`src/rtl/eic_pkg.sv`:
```
package eic_pkg;
  localparam int FLAG_IDX = 0;
  localparam int MODE_IDX = 1;
  localparam int POL_IDX  = 2;

  // level active: pin equals polarity
  function automatic logic lvl_active(logic pol, logic cur);
    return (cur == pol);
  endfunction

  // selected edge between previous and current sample
  function automatic logic edge_seen(logic pol, logic cur, logic prev);
    return pol ? (cur & ~prev) : (~cur & prev);
  endfunction

  // next flag value: set has priority over a one-to-clear
  function automatic logic flag_next(logic cur_flag, logic set, logic clr);
    return set | (cur_flag & ~clr);
  endfunction
endpackage

```
`src/rtl/eic_sync.sv`:
```
module eic_sync #(
  parameter int WIDTH  = 4,
  parameter int STAGES = 2
) (
  input  logic             clk,
  input  logic             rst_n,
  input  logic [WIDTH-1:0] async_in,
  output logic [WIDTH-1:0] sync_out
);
  logic [WIDTH-1:0] stage_q [STAGES];

  generate
    for (genvar s = 0; s < STAGES; s++) begin : g_stage
      if (s == 0) begin : g_first
        always_ff @(posedge clk or negedge rst_n) begin
          if (!rst_n) stage_q[0] <= '0;
          else        stage_q[0] <= async_in;
        end
      end else begin : g_next
        always_ff @(posedge clk or negedge rst_n) begin
          if (!rst_n) stage_q[s] <= '0;
          else        stage_q[s] <= stage_q[s-1];
        end
      end
    end
  endgenerate

  assign sync_out = stage_q[STAGES-1];
endmodule

```
`src/rtl/eic_detect.sv`:
```
module eic_detect
  import eic_pkg::*;
#(
  parameter int NUM_CH = 4
) (
  input  logic              clk,
  input  logic              rst_n,
  input  logic [NUM_CH-1:0] pin_sync,
  input  logic [NUM_CH-1:0] mode,
  input  logic [NUM_CH-1:0] pol,
  input  logic [NUM_CH-1:0] func_sel,
  output logic [NUM_CH-1:0] set_evt,
  output logic [NUM_CH-1:0] level_hold
);
  logic [NUM_CH-1:0] prev_q;

  // previous sample tracks the pin in every mode
  always_ff @(posedge clk or negedge rst_n) begin
    if (!rst_n) prev_q <= '0;
    else        prev_q <= pin_sync;
  end

  generate
    for (genvar c = 0; c < NUM_CH; c++) begin : g_ch
      logic lvl_hit;
      logic edg_hit;
      always_comb begin
        lvl_hit = func_sel[c] & ~mode[c] & lvl_active(pol[c], pin_sync[c]);
        edg_hit = func_sel[c] &  mode[c] & edge_seen(pol[c], pin_sync[c], prev_q[c]);
      end
      assign level_hold[c] = lvl_hit;
      assign set_evt[c]    = lvl_hit | edg_hit;
    end
  endgenerate
endmodule

```
`src/rtl/eic_regs.sv`:
```
module eic_regs
  import eic_pkg::*;
#(
  parameter int NUM_CH = 4,
  parameter int ADDR_W = 2,
  parameter int DATA_W = 32
) (
  input  logic              clk,
  input  logic              rst_n,
  input  logic [ADDR_W-1:0] reg_addr,
  input  logic              reg_wr,
  input  logic [DATA_W-1:0] reg_wdata,
  input  logic [NUM_CH-1:0] set_evt,
  output logic [DATA_W-1:0] reg_rdata,
  output logic [NUM_CH-1:0] flag,
  output logic [NUM_CH-1:0] mode,
  output logic [NUM_CH-1:0] pol,
  output logic [NUM_CH-1:0] clr_hit
);
  localparam logic [ADDR_W-1:0] A_FLAG = ADDR_W'(FLAG_IDX);
  localparam logic [ADDR_W-1:0] A_MODE = ADDR_W'(MODE_IDX);
  localparam logic [ADDR_W-1:0] A_POL  = ADDR_W'(POL_IDX);

  logic [NUM_CH-1:0] flag_q, mode_q, pol_q;
  logic wr_flag, wr_mode, wr_pol;

  assign wr_flag = reg_wr && (reg_addr == A_FLAG);
  assign wr_mode = reg_wr && (reg_addr == A_MODE);
  assign wr_pol  = reg_wr && (reg_addr == A_POL);
  assign clr_hit = wr_flag ? reg_wdata[NUM_CH-1:0] : '0;

  always_ff @(posedge clk or negedge rst_n) begin
    if (!rst_n) begin
      mode_q <= '0;
      pol_q  <= '0;
    end else begin
      if (wr_mode) mode_q <= reg_wdata[NUM_CH-1:0];
      if (wr_pol)  pol_q  <= reg_wdata[NUM_CH-1:0];
    end
  end

  generate
    for (genvar c = 0; c < NUM_CH; c++) begin : g_flag
      always_ff @(posedge clk or negedge rst_n) begin
        if (!rst_n) flag_q[c] <= 1'b0;
        else        flag_q[c] <= flag_next(flag_q[c], set_evt[c], clr_hit[c]);
      end
    end
  endgenerate

  always_comb begin
    case (reg_addr)
      A_FLAG:  reg_rdata = DATA_W'(flag_q);
      A_MODE:  reg_rdata = DATA_W'(mode_q);
      A_POL:   reg_rdata = DATA_W'(pol_q);
      default: reg_rdata = '0;
    endcase
  end

  assign flag = flag_q;
  assign mode = mode_q;
  assign pol  = pol_q;
endmodule

```
`src/rtl/eic_ctrl.sv`:
```
module eic_ctrl #(
  parameter int NUM_CH      = 4,
  parameter int ADDR_W      = 2,
  parameter int DATA_W      = 32,
  parameter int SYNC_STAGES = 2
) (
  input  logic              clk,
  input  logic              rst_n,
  input  logic [NUM_CH-1:0] pin_in,
  input  logic [NUM_CH-1:0] func_sel,
  input  logic [ADDR_W-1:0] reg_addr,
  input  logic              reg_wr,
  input  logic [DATA_W-1:0] reg_wdata,
  output logic [DATA_W-1:0] reg_rdata,
  output logic [NUM_CH-1:0] irq_req,
  output logic              wake_req
);
  logic [NUM_CH-1:0] pin_sync;
  logic [NUM_CH-1:0] set_evt;
  logic [NUM_CH-1:0] level_hold;
  logic [NUM_CH-1:0] flag, mode, pol, clr_hit;

  eic_sync #(.WIDTH(NUM_CH), .STAGES(SYNC_STAGES)) i_sync (
    .clk(clk), .rst_n(rst_n), .async_in(pin_in), .sync_out(pin_sync)
  );

  eic_detect #(.NUM_CH(NUM_CH)) i_detect (
    .clk(clk), .rst_n(rst_n), .pin_sync(pin_sync), .mode(mode), .pol(pol),
    .func_sel(func_sel), .set_evt(set_evt), .level_hold(level_hold)
  );

  eic_regs #(.NUM_CH(NUM_CH), .ADDR_W(ADDR_W), .DATA_W(DATA_W)) i_regs (
    .clk(clk), .rst_n(rst_n), .reg_addr(reg_addr), .reg_wr(reg_wr),
    .reg_wdata(reg_wdata), .set_evt(set_evt), .reg_rdata(reg_rdata),
    .flag(flag), .mode(mode), .pol(pol), .clr_hit(clr_hit)
  );

  assign irq_req  = flag;
  assign wake_req = |flag;
endmodule

```
`config.mk`:
```
export PLATFORM = sky130hd
export DESIGN_NAME = eic_ctrl
export DESIGN_NICKNAME = d
export VERILOG_FILES = /design/src/rtl/eic_pkg.sv /design/src/rtl/eic_sync.sv /design/src/rtl/eic_detect.sv /design/src/rtl/eic_regs.sv /design/src/rtl/eic_ctrl.sv
export SDC_FILE = /design/constraint.sdc
export NUM_CORES = 1
export LEC_CHECK = 0
export BUFFER_PORTS_ARGS = -buffer_cell sky130_fd_sc_hd__buf_2
export CAP_MARGIN = 20
export CORE_ASPECT_RATIO = 1.2
export CORE_MARGIN = 1
export CORE_UTILIZATION = 35
export DETAILED_ROUTE_END_ITERATION = 10
export GPL_ROUTABILITY_DRIVEN = 0
export PLACE_DENSITY_LB_ADDON = 0.25
export SETUP_SLACK_MARGIN = 0.02
export SLEW_MARGIN = 20
export SYNTH_ARGS = -nofsm -noshare
export SYNTH_HDL_FRONTEND = slang
export SYNTH_SLANG_ARGS = --single-unit
export TNS_END_PERCENT = 100
```
`constraint.sdc`:
```
create_clock -name clk -period 1.24 [get_ports clk]
set_clock_uncertainty 0.1 [all_clocks]
set_input_delay 0.186 -clock clk [delete_from_list [all_inputs] [get_ports clk]]
set_output_delay 0.186 -clock clk [all_outputs]
set_load 0.03 [all_outputs]
```
==> results_dict.tcl <==
set metrics [dict create \
    required_ns 0.95 \
    vias 814 \
    routed_wl_mm 2.104 \
    ant_nets 0 \
    worst-path-stages 2 \
    clock_path_buffers 2 \
    rows 23 \
    rsz0062_at_grt "yes" \
    grt_overflow 0 \
    fin_hold_ws_ns 0.04996 \
    top_layer "met4" \
    syn-cell-area_um2 1206 \
    critPathTopFamily "simple AND/OR/NAND/NOR gates" \
    leakage_nw 0.7710 \
    synth_flop_cell "dfrtp_1" \
    antenna_found_initial 0 \
    synth.yosys.seq_area_share_pct 49.79 \
    status "finished, violations left" \
    regToRegEndpoint "i_regs.flag[2]" \
    crit_end "wake_req" \
    synth.top_cell.area_share_pct 49.79 \
    dp_slack_ns -0.1433 \
    cpMaxStageDelayCell "or4_4" \
    synthArstFlopShare_pct 100.0 \
    grt_pass1_wl_mm 3.450 \
    avgViaCountPerCell 4.448 \
    min_path_type "input port to register" \
    path_clk_slew_ns 0.08 \
    worst-endpoint-arrival_ns 1.36 \
    final-seq-area_um2 605.6 \
    pin_count 82 \
    utilization_pct 47.49 \
    start_util_pct 36.45 \
    route.met2.wl_mm 1.026 \
    crit_fanout 2 \
    critPathLaunch "i_regs.flag[0]" \
    reg2reg_depth 3 \
    startpoint_type "register" \
    vdd_drop_max_v 0.0008241 \
    post-route-period-util_pct 132.6 \
    die_h_um 66.31 \
    root_buffer "clkbuf_8" \
    die_area_um2 3686 \
    violations "negative setup slack" \
    first_global_vias 783 \
    yosys-top-cells-count "29 x buf_4, 24 x dfrtp_1, 9 x nand2_1, 6 x a22o_1" \
    rrSetupSlack_ns 0.07 \
    yosysMostFrequentCell "buf_4" \
    maxSlewViolCount 0 \
    cts_made_buffers 3 \
    avgSynthCellArea_um2 11.83 \
    antenna_cells 0 \
    setup_violations 9 \
    fmax_mhz 608.3 \
    power.density_nw_per_um2 1426 \
    htreeDepth 1 \
    met3_length_um 132 \
    dr.pass1.iters 2 \
    nFillCells 312 \
    grt_max_degree 25 \
    cp_num_buf_inv 1 \
    end_kind "output port" \
    layout_setup_ws_ns -0.4040 \
    dp_hpwl_mm 1.541 \
    drtIter0Drc 7 \
    maxCapViolCount 0 \
    postSynthCellCount 102 \
    clk_latency_ns 0.26 \
    yosysWarnings 0 \
    gr-usage-all-layers_pct 12.33 \
    nets 192 \
    crit_chain "or4_4 -> buf_6" \
    cpPeakStageDelay_ns 0.52 \
    slew_headroom_pct 65.32 \
    coreArea_um2 3309 \
    wl_met1_um 906 \
    io_buffers 25 \
    wl_per_cell_um 11.50 \
    drive_gt1_share_pct 42.47 \
    finalHoldViolations 0 \
    r2r_start "i_sync.sync_out[2]" \
    synth_cell_types 19 \
    fin_crit_ns 1.644 \
    synth_edf_count 0 \
    multi_input_area_um2 520.5 \
    synth.area.top_cells "dfrtp_1 50%, buf_4 18%, mux2_4 5.0%, a22o_1 4.4%, mux2_2 3.7%" \
    tritoncts "done" \
    tightest_slew_ns 0.5202 \
    chipWidth_um 55.59 \
    areaGrowthSynthToFinish_pct 30.29 \
    critPathKind "register to output port" \
    drcViolationCount 0 \
    synth_area_leader_cell "dfrtp_1" \
    ys_seq_elements 24 \
    cts.sinks 24 \
]
## metal layers
metal,global-route usage (%),vias to the layer above
met2,20.33,44
li1,-,377
met1,14.94,389
met3,2.348,4
met5,0,-
met4,7.500,0
## state kept, by name, indices dropped and copies added, names as in the netlist
signal	count
i_regs.mode	4
i_regs.flag	4
i_sync.stage_q	4
i_regs.pol	4
i_detect.prev_q	4
i_sync.sync_out	4
## per-stage QoR
stage                     cell area, um2  TNS (ns)  cells  total power [mW]
after global placement              1341   -0.1400    170             1.552
after detailed placement            1341   -0.2207    170             1.563
after CTS                           1529    -1.610    181             2.207
after global routing                1572    -2.157    183             2.362
final                               1572    -1.727    183             2.241
after floorplan                     1328   -0.1808    129             1.442
## worst register-to-register path: cells and delay by family, from the launching register on
kind	cells	cell delay, ns
AO/OA/AOI/OAI	3	0.57
flip-flops	1	0.39
## cell usage in the layout (no fill, tap or decap)
cell           count
a21boi_0           3
nand3b_1           1
dlygate4sd3_1      5
mux2i_4            1
mux2i_1            2
a32o_1             1
or4_4              1
o21ai_1            1
mux2_2             4
buf_2             16
nand2b_1           3
a22o_1             6
buf_4              6
nand2_4            1
nand2_1            9
o21ai_2            3
nor2b_4            1
dfrtp_2            4
nor3b_2            1
clkbuf_8           4
conb_1            28
xnor2_1            2
buf_6             15
nor2_1             3
dfrtp_1           20
mux2_4             4
mux2i_2            1
## power by group
part | internal [mW] | total (mW) | switching (mW)
sequential | 0.883 | 0.966 | 0.0828
clock | 0.283 | 0.517 | 0.234
combinational | 0.365 | 0.757 | 0.392
## worst min-delay path by stage
stage | start | slack, ns | end | cells past startpoint
finish | func_sel[3] | 0.05 | i_regs.flag[3] | 2
detailed placement | rst_n | 0.10 | i_sync.stage_q[4] | 1
global placement | rst_n | 0.09 | i_sync.stage_q[4] | 1
floorplan | rst_n | -0.21 | i_detect.prev_q[0] | 0
global route | func_sel[3] | 0.04 | i_regs.flag[3] | 2
CTS | func_sel[3] | 0.04 | i_regs.flag[3] | 2
## area by class of cell
| cell class | instances | area share, % |
|---|---|---|
| Sequential cell | 24 | 38.53 |
| Multi-Input combinational cell | 76 | 33.12 |
| Clock buffer | 4 | 3.503 |
| Tap cell | 37 | 2.946 |
| Timing Repair Buffer | 42 | 21.89 |
## timing repair
action / 4_1_cts / 5_1_grt
pin swaps: 4 / 7
gates resized for setup: 21 / 9
buffers inserted: 3 / 5
endpoints found under the hold margin: 28 / 0
setup endpoints to repair: 9 / 12
hold buffers: 5 / 0
## logic make-up after synthesis
logic type	count (synthesis)	share of synthesized area [%]
compound gates	14	8.714
other cells	1	0.3109
buf+inv	29	18.05
flops	24	49.79
mux	12	12.03
simple gates	20	9.647
xor+xnor	2	1.453
Power figures use the tool's default switching activity.
